**src/rtl/fsync_pkg.sv**
```systemverilog
package fsync_pkg;
   typedef enum logic [1:0] {
      LEN_HALF  = 2'd0,
      LEN_FULL  = 2'd1,
      LEN_OTHER = 2'd2
   } len_class_e;
endpackage

```
**src/rtl/fsync_sync.sv**
```systemverilog
module fsync_sync #(
   parameter int STAGES    = 2,
   parameter bit RESET_VAL = 1'b1
) (
   input  logic clk,
   input  logic rst_n,
   input  logic d,
   output logic q
);
   logic [STAGES-1:0] chain;

   for (genvar i = 0; i < STAGES; i++) begin : g_stage
      if (i == 0) begin : g_first
         always_ff @(posedge clk or negedge rst_n) begin
            if (!rst_n) chain[0] <= RESET_VAL;
            else        chain[0] <= d;
         end
      end else begin : g_next
         always_ff @(posedge clk or negedge rst_n) begin
            if (!rst_n) chain[i] <= RESET_VAL;
            else        chain[i] <= chain[i-1];
         end
      end
   end

   assign q = chain[STAGES-1];
endmodule

```
**src/rtl/fsync_meter.sv**
```systemverilog
module fsync_meter #(
   parameter int CNT_W     = 8,
   parameter int VS_THRESH = 20
) (
   input  logic             clk,
   input  logic             rst_n,
   input  logic             sync_n,
   output logic             vs_hit,
   output logic             vs_on,
   output logic [CNT_W-1:0] last_len
);
   localparam logic [CNT_W-1:0] CNT_MAX = {CNT_W{1'b1}};
   localparam logic [CNT_W-1:0] HIT_AT  = CNT_W'(VS_THRESH - 1);

   logic [CNT_W-1:0] low_cnt;
   logic [CNT_W-1:0] per_cnt;
   logic             fall;

   assign fall   = !sync_n && (low_cnt == '0);
   assign vs_hit = !sync_n && (low_cnt == HIT_AT);

   always_ff @(posedge clk or negedge rst_n) begin
      if (!rst_n) begin
         low_cnt  <= '0;
         per_cnt  <= '0;
         last_len <= '0;
         vs_on    <= 1'b0;
      end else begin
         if (sync_n)                  low_cnt <= '0;
         else if (low_cnt != CNT_MAX) low_cnt <= low_cnt + 1'b1;

         if (fall) begin
            last_len <= per_cnt;
            per_cnt  <= CNT_W'(1);
         end else if (per_cnt != CNT_MAX) begin
            per_cnt  <= per_cnt + 1'b1;
         end

         if (sync_n)      vs_on <= 1'b0;
         else if (vs_hit) vs_on <= 1'b1;
      end
   end
endmodule

```
**src/rtl/fsync_field.sv**
```systemverilog
module fsync_field
   import fsync_pkg::*;
#(
   parameter int CNT_W    = 8,
   parameter int HALF_MIN = 24,
   parameter int HALF_MAX = 40,
   parameter int FULL_MIN = 56,
   parameter int FULL_MAX = 72,
   parameter bit RESYNC   = 1'b1
) (
   input  logic             clk,
   input  logic             rst_n,
   input  logic             vs_hit,
   input  logic [CNT_W-1:0] last_len,
   output logic             field_odd
);
   len_class_e cls;
   logic       next_odd;

   always_comb begin
      if (last_len >= CNT_W'(HALF_MIN) && last_len <= CNT_W'(HALF_MAX))
         cls = LEN_HALF;
      else if (last_len >= CNT_W'(FULL_MIN) && last_len <= CNT_W'(FULL_MAX))
         cls = LEN_FULL;
      else
         cls = LEN_OTHER;
   end

   if (RESYNC) begin : g_resync
      always_comb begin
         case (cls)
            LEN_HALF: next_odd = 1'b1;
            LEN_FULL: next_odd = 1'b0;
            default:  next_odd = ~field_odd;
         endcase
      end
   end else begin : g_toggle
      always_comb next_odd = ~field_odd;
   end

   always_ff @(posedge clk or negedge rst_n) begin
      if (!rst_n)      field_odd <= 1'b0;
      else if (vs_hit) field_odd <= next_odd;
   end
endmodule

```
**src/rtl/interlace_frame_sync.sv**
```systemverilog
module interlace_frame_sync #(
   parameter int CNT_W       = 8,
   parameter int SYNC_STAGES = 2,
   parameter int VS_THRESH   = 20,
   parameter int HALF_MIN    = 24,
   parameter int HALF_MAX    = 40,
   parameter int FULL_MIN    = 56,
   parameter int FULL_MAX    = 72,
   parameter bit RESYNC      = 1'b1
) (
   input  logic clk,
   input  logic rst_n,
   input  logic csync_n,
   input  logic sel_even,
   output logic vsync_n,
   output logic field_odd,
   output logic frame_retrace_n
);
   localparam int CNT_LIMIT = (1 << CNT_W) - 1;

   if (SYNC_STAGES < 2) begin : g_chk_sync
      $error("SYNC_STAGES must be at least 2");
   end
   if (VS_THRESH < 2 || VS_THRESH > CNT_LIMIT) begin : g_chk_thr
      $error("VS_THRESH out of range");
   end
   if (!(HALF_MIN <= HALF_MAX && HALF_MAX < FULL_MIN && FULL_MIN <= FULL_MAX)) begin : g_chk_win
      $error("line windows must be ordered and disjoint");
   end
   if (FULL_MAX >= CNT_LIMIT) begin : g_chk_cnt
      $error("CNT_W too narrow for FULL_MAX");
   end

   logic             sync_s;
   logic             vs_hit;
   logic             vs_on;
   logic [CNT_W-1:0] last_len;

   fsync_sync #(.STAGES(SYNC_STAGES), .RESET_VAL(1'b1)) u_sync (
      .clk   (clk),
      .rst_n (rst_n),
      .d     (csync_n),
      .q     (sync_s)
   );

   fsync_meter #(.CNT_W(CNT_W), .VS_THRESH(VS_THRESH)) u_meter (
      .clk      (clk),
      .rst_n    (rst_n),
      .sync_n   (sync_s),
      .vs_hit   (vs_hit),
      .vs_on    (vs_on),
      .last_len (last_len)
   );

   fsync_field #(
      .CNT_W    (CNT_W),
      .HALF_MIN (HALF_MIN),
      .HALF_MAX (HALF_MAX),
      .FULL_MIN (FULL_MIN),
      .FULL_MAX (FULL_MAX),
      .RESYNC   (RESYNC)
   ) u_field (
      .clk       (clk),
      .rst_n     (rst_n),
      .vs_hit    (vs_hit),
      .last_len  (last_len),
      .field_odd (field_odd)
   );

   assign vsync_n         = ~vs_on;
   assign frame_retrace_n = ~(vs_on & (field_odd ^ sel_even));
endmodule

```
**config.mk**
```make
export PLATFORM = sky130hd
export DESIGN_NAME = interlace_frame_sync
export DESIGN_NICKNAME = d
export VERILOG_FILES = /design/src/rtl/fsync_pkg.sv /design/src/rtl/fsync_sync.sv /design/src/rtl/fsync_meter.sv /design/src/rtl/fsync_field.sv /design/src/rtl/interlace_frame_sync.sv
export SDC_FILE = /design/constraint.sdc
export NUM_CORES = 1
export LEC_CHECK = 0
export BUFFER_PORTS_ARGS = -buffer_cell sky130_fd_sc_hd__clkbuf_2
export CAP_MARGIN = 20
export CORE_ASPECT_RATIO = 1.25
export CORE_MARGIN = 3
export CORE_UTILIZATION = 45
export DETAILED_ROUTE_END_ITERATION = 12
export GPL_TIMING_DRIVEN = 0
export PLACE_DENSITY = 0.69
export SETUP_SLACK_MARGIN = 0.2
export SLEW_MARGIN = 15
export SYNTH_ARGS = -nofsm -noshare
export SYNTH_HDL_FRONTEND = slang
export SYNTH_HIERARCHICAL = 1
export SYNTH_SLANG_ARGS = --single-unit
```
**constraint.sdc**
```tcl
create_clock -name clk -period 2.22 [get_ports clk]
set_clock_uncertainty 0.15 [all_clocks]
set_input_delay 0.444 -clock clk [delete_from_list [all_inputs] [get_ports clk]]
set_output_delay 0.444 -clock clk [all_outputs]
set_load 0.05 [all_outputs]
```
==> impl_results.md <==
* Status: finished, final reports clean
* Worst Setup Path Type: register to register
* Count of cell types in the netlist at 48
* Die footprint at 4040 sq um
* Met2 Use GR at 24.9%
* Mapped Area at 1490 sq um
* Io pins at 7
* First-pass GRT wire length at 4.87 mm
* Number of global-route vias before repair at 1,104
* Power per cell area at 752 nW/um^2
* DR iter-0 viols at 40
* Post-synthesis register bit count at 28
* Area Overhead vs Synth at 9.34%
* Setup repair bufs after CTS at 0
* Post-DRT Antenna Nets at 0
* Share of cells above drive strength 1 at 22.9%
* Routed via count at 1,112
* Worst EP required at 2300 ps
* Mapped Cells at 142
* Highest ir drop seen on vdd at 0.490 mV
* DR DRC count at 0
* Total congestion overflow at 0
* Worst slew margin relative to its limit at 54.7%
* Final Hold Viols at 0
* Static Leakage at 0.716 nW
* GRT busiest layer: met2
* Detailed placement HPWL at 2.00 mm
* ANT cells at 0
* Total negative setup slack at 0 ps
* Fill count at 275
* Min Tclk post-route at 1880 ps
* IO buf count at 6
* WL final at 2.85 mm
* Asr flop ratio synth at 100%
* MaxCap Viol Count at 0
* RSZ-0062 raised after global routing: false
* CP Capture Type: register
* Sequential share of the synthesized area at 47.3%
* Max Clk Rate at 0.532 GHz
* GRT Util Overall at 15.3%
* Final critical-path share of the clock period at 84.7%
* Total clock sinks at 28
* H-tree Lvls at 1
* Worst setup SP type: register
* RD Place Congestion at 0.812
* Pin count of the biggest net entering global routing at 29
* CTS tree: built
* Worst-path clk slew at 150 ps
* Number of antenna violations at the first check in global routing at 0
* Vias per inst at 5.88
* Core Rows at 22
* CP arrival at 1960 ps
* Final setup vio count at 0
* Die Span X at 57.4 microns
* Core area at 3060 sq um
* Met1 Use GR at 19.1%
* Worst-Skew Late Latency at 330 ps
* # nets final at 161
* Final Max Tran Viols at 0
* Worst-Margin Slew at 680 ps
* Initial DRT Pass Iterations at 4
* TritonCTS Buffers at 3
* EDFF count, synth at 0
* Primary FF master, synth: dfrtp_1
* Clock buffer depth at 2
* Hold Crit Class: input port to register
* Syn_nets at 149
* Routed len/inst at 15.1 microns
* Root buffer cell: clkbuf_4
* Synthesis Warnings at 6
* Initial core utilization at 48.7%
* Total power at 1.22 mW
* Syn Area/Cell at 10.5 sq um
* Met3 usage at 1.66%
* Die span in y at 70.3 microns
* Crit-path max FO at 7
cell type report:
class,instances,area [sq um],area share (%)
inverters,7,26.3,1.62
clock inverters,1,30.0,1.85
well taps,36,45.0,2.77
repair buffers,7,40.0,2.46
multi-input cells,100,717,44.1
flip-flops and latches,28,703,43.2
clock buffers,3,22.5,1.38
plain buffers,7,42.5,2.62
synth_stat cells (all sizes together) (3+ instances only):
master | count | area, sq um
nand3 | 8 | 40.0
and4 | 4 | 37.5
nand2 | 7 | 26.3
nor3 | 9 | 45.0
a31oi | 4 | 25.0
o21ai | 5 | 25.0
dfrtp | 26 | 651
nor2 | 6 | 22.5
mux2 | 8 | 93.8
nand4b | 3 | 41.3
and3 | 4 | 25.0
nand4 | 4 | 25.0
inv | 7 | 26.3
buf | 4 | 28.8
a21oi | 9 | 45.0
clkbuf | 3 | 12.5
ha | 3 | 37.5
power by group:
| group | switching (mW) | internal, mW |
|---|---|---|
| sequential | 0.102 | 0.589 |
| combinational | 0.0940 | 0.102 |
| clock | 0.153 | 0.183 |
cells in the final DEF, fill, tap and decap left out, types with 2 or more instances in the layout:
cell / synthesis / routed
dfrtp_1: 26 / 26
a21oi_1: 9 / 9
nor3_1: 9 / 9
clkbuf_2: 1 / 8
nand3_1: 8 / 8
inv_1: 7 / 7
nand2_1: 7 / 7
mux2_2: 7 / 7
nor2_1: 6 / 6
o21ai_0: 5 / 5
a31oi_1: 4 / 4
and3_1: 4 / 4
nand4_1: 4 / 4
clkbuf_4: 0 / 3
ha_1: 3 / 3
xor2_1: 2 / 2
nand4b_1: 2 / 2
and4_2: 2 / 2
buf_2: 2 / 2
and4_1: 2 / 2
a211oi_1: 2 / 2
dfstp_2: 2 / 2
state kept, by name (all words and copies together) (netlist names):
| register | count |
|---|---|
| u_meter/low_cnt | 8 |
| u_field/field_odd | 1 |
| u_meter/last_len | 8 |
| u_sync/chain | 1 |
| u_meter/per_cnt | 8 |
| u_sync/q | 1 |
| u_meter/vs_on | 1 |
metal layers:
metal,routed length (microns),vias up
li1,-,552
met1,1280,537
met2,1440,17
met3,65,6
met4,62,0
met5,0,-
cell families (layout without fill, tap and decap cells):
| family | Yosys count | count (layout) | share of synthesized area, % |
|---|---|---|---|
| simple gates | 55 | 55 | 24.1 |
| compound gates | 32 | 32 | 14.0 |
| flops | 28 | 28 | 47.3 |
| buf+inv | 14 | 25 | 4.54 |
| mux | 8 | 8 | 6.31 |
| fa+ha+maj | 3 | 3 | 2.52 |
| xor+xnor | 2 | 2 | 1.18 |
final timing paths:
path | cells after the start | startpoint | slack, ps | to
setup reg to reg | 6 | u_meter/low_cnt[3] | 340 | u_field/field_odd
setup / recovery | 6 | u_meter/low_cnt[3] | 340 | u_field/field_odd
max in group asynchronous | 2 | rst_n | 970 | u_meter/last_len[0]
hold / removal | 1 | csync_n | 20 | u_sync/chain[0]
min in group asynchronous | 2 | rst_n | 510 | u_meter/low_cnt[6]
hold reg to reg | 0 | u_sync/chain[0] | 220 | u_sync/q
what timing repair did:
| action | 4_1_cts | 5_1_grt |
|---|---|---|
| resized for setup | 0 | 2 |
| setup endpoints to repair | 0 | 1 |
| endpoints found under the hold margin | 26 | 0 |
| hold buffers | 1 | 0 |
worst max-delay path: stages, from the launching register on:
cell and delay (ps):
dfrtp_1 400, buf_6 130, nor4_4 360, and4_2 310, and2b_2 220, a31oi_1 130, o31ai_1 90
stage by stage:
step / cell area (sq um) / hold WS [ps] / cells / util [%] / setup WS [ps]
2_1_floorplan: 1490 / -1.59 / 142 / - / 414
3_3_place_gp: 1560 / 197 / 184 / 51.1 / 304
3_5_place_dp: 1560 / 197 / 184 / 51.1 / 281
4_1_cts: 1630 / 17.7 / 189 / 53.2 / 265
5_1_grt: 1630 / 10.8 / 189 / 53.2 / 271
6_report: 1630 / 23.0 / 189 / 53.2 / 340
No activity file was read; power rests on OpenSTA's default activity.
